### src/rtl/irq_flag_pkg.sv
package irq_flag_pkg;

    typedef enum logic [1:0] {
        E_IDLE   = 2'd0,
        E_PEND   = 2'd1,
        L_QUIET  = 2'd2,
        L_ACTIVE = 2'd3
    } ext_state_e;

    typedef enum logic {
        K_CLEAR = 1'b0,
        K_SET   = 1'b1
    } kpd_state_e;

endpackage

### src/rtl/irq_pin_sync.sv
module irq_pin_sync #(
    parameter int WIDTH  = 2,
    parameter int STAGES = 2
) (
    input  logic             clk,
    input  logic             rst_n,
    input  logic [WIDTH-1:0] d_async,
    output logic [WIDTH-1:0] q_sync
);
    logic [WIDTH-1:0] stg_q [STAGES];

    // Idle level of every pin is high, so stages reset to ones.
    always_ff @(posedge clk or negedge rst_n) begin
        if (!rst_n) stg_q[0] <= '1;
        else        stg_q[0] <= d_async;
    end

    for (genvar s = 1; s < STAGES; s++) begin : g_stage
        always_ff @(posedge clk or negedge rst_n) begin
            if (!rst_n) stg_q[s] <= '1;
            else        stg_q[s] <= stg_q[s-1];
        end
    end

    assign q_sync = stg_q[STAGES-1];
endmodule

### src/rtl/irq_ext_chan.sv
module irq_ext_chan
    import irq_flag_pkg::*;
(
    input  logic clk,
    input  logic rst_n,
    input  logic pin_s,
    input  logic edge_mode,
    input  logic ack,
    input  logic sw_we,
    input  logic sw_wdata,
    output logic flag_o
);
    ext_state_e state_q, state_d;
    logic       prev_q;
    logic       fall;

    always_ff @(posedge clk or negedge rst_n) begin
        if (!rst_n) prev_q <= 1'b1;
        else        prev_q <= pin_s;
    end

    assign fall = prev_q & ~pin_s;

    always_ff @(posedge clk or negedge rst_n) begin
        if (!rst_n) state_q <= E_IDLE;
        else        state_q <= state_d;
    end

    always_comb begin
        state_d = state_q;
        if (!edge_mode) begin
            state_d = pin_s ? L_QUIET : L_ACTIVE;
        end else if (fall) begin
            state_d = E_PEND;
        end else if (sw_we) begin
            state_d = sw_wdata ? E_PEND : E_IDLE;
        end else if (ack) begin
            state_d = E_IDLE;
        end else begin
            unique case (state_q)
                E_IDLE, L_QUIET:  state_d = E_IDLE;
                E_PEND, L_ACTIVE: state_d = E_PEND;
                default:          state_d = E_IDLE;
            endcase
        end
    end

    always_comb begin
        unique case (state_q)
            E_PEND, L_ACTIVE: flag_o = 1'b1;
            E_IDLE, L_QUIET:  flag_o = 1'b0;
            default:          flag_o = 1'b0;
        endcase
    end


    edge_sets_flag_chk: assert property (@(posedge clk) disable iff (!rst_n)
        (edge_mode && fall) |=> flag_o);


    ack_clears_flag_chk: assert property (@(posedge clk) disable iff (!rst_n)
        (edge_mode && ack && !fall && !sw_we) |=> !flag_o);


    level_follows_pin_chk: assert property (@(posedge clk) disable iff (!rst_n)
        (!edge_mode) |=> (flag_o == !$past(pin_s)));


    sw_write_loads_chk: assert property (@(posedge clk) disable iff (!rst_n)
        (edge_mode && sw_we && !fall) |=> (flag_o == $past(sw_wdata)));
endmodule

### src/rtl/irq_kpd_flag.sv
module irq_kpd_flag
    import irq_flag_pkg::*;
#(
    parameter int WIDTH = 8
) (
    input  logic             clk,
    input  logic             rst_n,
    input  logic [WIDTH-1:0] pins_s,
    input  logic [WIDTH-1:0] mask,
    input  logic             sw_we,
    input  logic             sw_wdata,
    output logic             flag_o
);
    kpd_state_e state_q, state_d;
    logic       any_low;

    assign any_low = |(~pins_s & mask);

    always_ff @(posedge clk or negedge rst_n) begin
        if (!rst_n) state_q <= K_CLEAR;
        else        state_q <= state_d;
    end

    // A software write wins its cycle; a still-low pin re-sets the flag on the next one.
    always_comb begin
        state_d = state_q;
        if (sw_we) begin
            state_d = sw_wdata ? K_SET : K_CLEAR;
        end else begin
            unique case (state_q)
                K_CLEAR: state_d = any_low ? K_SET : K_CLEAR;
                K_SET:   state_d = K_SET;
                default: state_d = K_CLEAR;
            endcase
        end
    end

    always_comb begin
        unique case (state_q)
            K_SET:   flag_o = 1'b1;
            K_CLEAR: flag_o = 1'b0;
            default: flag_o = 1'b0;
        endcase
    end


    kpd_press_sets_chk: assert property (@(posedge clk) disable iff (!rst_n)
        (any_low && !sw_we) |=> flag_o);


    kpd_sticky_chk: assert property (@(posedge clk) disable iff (!rst_n)
        (flag_o && !sw_we) |=> flag_o);


    kpd_sw_write_chk: assert property (@(posedge clk) disable iff (!rst_n)
        sw_we |=> (flag_o == $past(sw_wdata)));
endmodule

### src/rtl/irq_flag_unit.sv
module irq_flag_unit #(
    parameter int NUM_EXT     = 2,
    parameter int KPD_W       = 8,
    parameter int SYNC_STAGES = 2
) (
    input  logic               clk,
    input  logic               rst_n,
    input  logic [NUM_EXT-1:0] ext_pin_n,
    input  logic [NUM_EXT-1:0] ext_edge_sel,
    input  logic [NUM_EXT-1:0] ext_ack,
    input  logic [NUM_EXT-1:0] ext_sw_we,
    input  logic [NUM_EXT-1:0] ext_sw_wdata,
    input  logic [KPD_W-1:0]   kpd_pin,
    input  logic [KPD_W-1:0]   kpd_mask,
    input  logic               kpd_sw_we,
    input  logic               kpd_sw_wdata,
    output logic [NUM_EXT-1:0] ext_flag,
    output logic               kpd_flag
);
    logic [NUM_EXT-1:0] ext_s;
    logic [KPD_W-1:0]   kpd_s;

    irq_pin_sync #(.WIDTH(NUM_EXT), .STAGES(SYNC_STAGES)) u_ext_sync (
        .clk     (clk),
        .rst_n   (rst_n),
        .d_async (ext_pin_n),
        .q_sync  (ext_s)
    );

    irq_pin_sync #(.WIDTH(KPD_W), .STAGES(SYNC_STAGES)) u_kpd_sync (
        .clk     (clk),
        .rst_n   (rst_n),
        .d_async (kpd_pin),
        .q_sync  (kpd_s)
    );

    for (genvar i = 0; i < NUM_EXT; i++) begin : g_ext
        irq_ext_chan u_chan (
            .clk       (clk),
            .rst_n     (rst_n),
            .pin_s     (ext_s[i]),
            .edge_mode (ext_edge_sel[i]),
            .ack       (ext_ack[i]),
            .sw_we     (ext_sw_we[i]),
            .sw_wdata  (ext_sw_wdata[i]),
            .flag_o    (ext_flag[i])
        );
    end

    irq_kpd_flag #(.WIDTH(KPD_W)) u_kpd (
        .clk      (clk),
        .rst_n    (rst_n),
        .pins_s   (kpd_s),
        .mask     (kpd_mask),
        .sw_we    (kpd_sw_we),
        .sw_wdata (kpd_sw_wdata),
        .flag_o   (kpd_flag)
    );


    reset_flags_low_chk: assert property (@(posedge clk)
        $rose(rst_n) |-> (ext_flag == '0 && !kpd_flag));
endmodule

### config.mk
export PLATFORM = sky130hd
export DESIGN_NAME = irq_flag_unit
export DESIGN_NICKNAME = d
export VERILOG_FILES = /design/src/rtl/irq_flag_pkg.sv /design/src/rtl/irq_pin_sync.sv /design/src/rtl/irq_ext_chan.sv /design/src/rtl/irq_kpd_flag.sv /design/src/rtl/irq_flag_unit.sv
export SDC_FILE = /design/constraint.sdc
export NUM_CORES = 1
export LEC_CHECK = 0
export ABC_AREA = 1
export BUFFER_PORTS_ARGS = -buffer_cell sky130_fd_sc_hd__buf_4
export CORE_UTILIZATION = 49
export DETAILED_ROUTE_END_ITERATION = 7
export HOLD_SLACK_MARGIN = 0.03
export PLACE_DENSITY = 0.92
export SYNTH_ARGS = -nofsm -noshare
export SYNTH_HDL_FRONTEND = slang
export SYNTH_SLANG_ARGS = --single-unit
### constraint.sdc
create_clock -name clk -period 2.6 [get_ports clk]
set_clock_uncertainty 0.15 [all_clocks]
set_input_delay 0.39 -clock clk [delete_from_list [all_inputs] [get_ports clk]]
set_output_delay 0.39 -clock clk [all_outputs]
set_load 0.03 [all_outputs]
==> metrics.csv <==
metric;value;unit
totalNegativeSetupSlack;0;ps
hold_ws;169;ps
hpwl;1.21;mm
syn_area;845;um^2
cp_slowest_cell;dfrtp_1;
yosysUniqueCellTypes;12;
drv_cap;0;
core;1560;um^2
worstSetupStartpointType;flip-flop;
period_share;0.561;
hold_path_class;in -> reg;
io_buffers;32;
synth_area_per_cell;12.1;um^2
path_class;reg -> out;
final_nets;144;
outcome;complete, but fails checks;
vias_per_cell;4.76;
gr-total-overflow;0;
crit_fanout;2;
ys_seq_area_frac;0.773;
drv_slew;0;
violations;DRC;
synth.net_count;100;
ios;33;
pwr_density_cell;567;nW/um^2
cts.sinks;25;
pre_cts_slack;1310;ps
antenna_left;0;
die_x;43.5;um
post_cts_buffers;0;
grt_max_degree;26;
n_antenna_cell;0;
drt_first_pass_iters;6;
die-area;1890;um^2
reg2reg_slack;1260;ps
wl_per_cell;15.1;um
antenna_found_initial;0;
place_inst;114;
rows;14;
worst_path_largest_cell_delay;420;ps
place_congestion;0.662;
vdd.ir_drop.worst;0.463;mV
critPathArrivalTime;920;ps
synth_cells;70;
path_clk_slew;130;ps
cts_tree;done;
initial_core_util;0.542;
leakagePower;0.621;nW
final-hold-violation-count;0;
ys_ff_latch;25;
grt_usage;0.237;
final_util;0.783;
fmax;686;MHz
cp_top_family;flip-flops;
die_h;43.5;um
syn2layout_area_growth;44.4;%
slew-limit-headroom;0.807;
clk_latency;320;ps
vias;614;
h-tree-depth;1;
numCtsBuffers;3;
cts-root-buf;clkbuf_4;
path_cells;buf_4;
fin_cells;129;
ys_warn_count;0;
required;2060;ps
drc;2;
finalWorstSetupSlack;1140;ps
layout-drive-gt1-share;0.513;
wl;1.95;mm
rsz0062_at_grt;no;
cp_num_buf_inv;1;
tightest_slew;289;ps
clockBufferDepth;2;
grt_pass1_wl;2.88;mm
finalSetupViolCount;0;
grt_pass1_vias;673;
fin_crit;1460;ps
end_kind;output port;
drtIter0Drc;10;
stage by stage:
stage / cell area (um^2) / total power, mW
6_report: 1220 / 0.692
5_1_grt: 1220 / 0.720
4_1_cts: 1220 / 0.685
3_5_place_dp: 1080 / 0.512
3_3_place_gp: 1080 / 0.506
2_1_floorplan: 845 / 0.463
layout make-up:
class,count,area (um^2)
Inverter,16,60.1
Timing Repair Buffer,43,350
Multi-Input combinational cell,25,109
Clock buffer,3,22.5
Clock inverter,1,5.00
Tap cell,16,20.0
Fill cell,84,339
Sequential cell,25,653
what timing repair did:
action	CTS	global route
gates resized for setup	0	0
hold endpoints to repair	13	0
hold buffers	11	0
worst paths after layout:
check                                          startpoint                                    to  cells past startpoint
min in group asynchronous                           rst_n               u_kpd.state_q$_DFF_PN0_                      2
setup reg to reg           u_kpd_sync.q_sync[0]$_DFF_PN1_               u_kpd.state_q$_DFF_PN0_                      7
max in group asynchronous                           rst_n        u_kpd_sync.q_sync[3]$_DFF_PN1_                      2
setup / recovery                  u_kpd.state_q$_DFF_PN0_                              kpd_flag                      1
hold / removal                               ext_sw_we[1]  g_ext[1].u_chan.state_q[0]$_DFF_PN0_                      3
hold reg to reg            u_kpd_sync.stg_q[12]$_DFF_PN1_        u_kpd_sync.q_sync[4]$_DFF_PN1_                      0
routing by layer:
metal | global-route usage | vias to the layer above | share of wire
li1 | - | 285 | -
met4 | 0.213 | 0 | 0.061
met2 | 0.412 | 30 | 0.56
met3 | 0.0583 | 13 | 0.053
met1 | 0.230 | 286 | 0.33
met5 | 0 | - | 0
synth_stat cells, drive strengths merged:
cell,number,area [um^2]
inv,16,60.1
nor2,6,22.5
nand2,11,41.3
o22ai,2,12.5
nand3,1,5.00
a21oi,2,10.0
clkbuf,2,7.51
o21ai,2,10.0
dfrtp,3,75.1
buf,2,15.0
dfstp,22,578
o21a,1,7.51
logic make-up after synthesis:
| group | count (synthesis) | share of synthesized area |
|---|---|---|
| buffers and inverters | 20 | 0.0978 |
| and+or+nand+nor | 18 | 0.0815 |
| AOI/OAI and AO/OA | 7 | 0.0474 |
| DFF | 25 | 0.773 |
flip-flops by register name (all words and copies together), names as in the netlist:
signal / flops
u_kpd_sync.q_sync: 8
u_kpd_sync.stg_q: 8
g_ext.u_chan.prev_q: 2
u_ext_sync.stg_q: 2
g_ext.u_chan.state_q: 2
u_ext_sync.q_sync: 2
u_kpd.state_q: 1
placed cells by master (no fill, tap or decap), drive strengths merged:
cell type    Yosys  final
inv             16     16
o22ai            2      2
nand2           11     11
o21a             1      1
dfrtp            3      3
o21ai            2      2
nand3            1      1
dlygate4sd3      0     11
a21oi            2      2
buf              2     32
clkbuf           2      3
dfstp           22     22
clkinv           0      1
nor2             6      6
power breakdown:
group / switching, mW / internal [mW] / leakage (nW)
Sequential: 0.00921 / 0.424 / 0.265
Clock: 0.112 / 0.0577 / 0.0177
Combinational: 0.0384 / 0.0507 / 0.339
No activity file was read; power rests on OpenSTA's default activity.
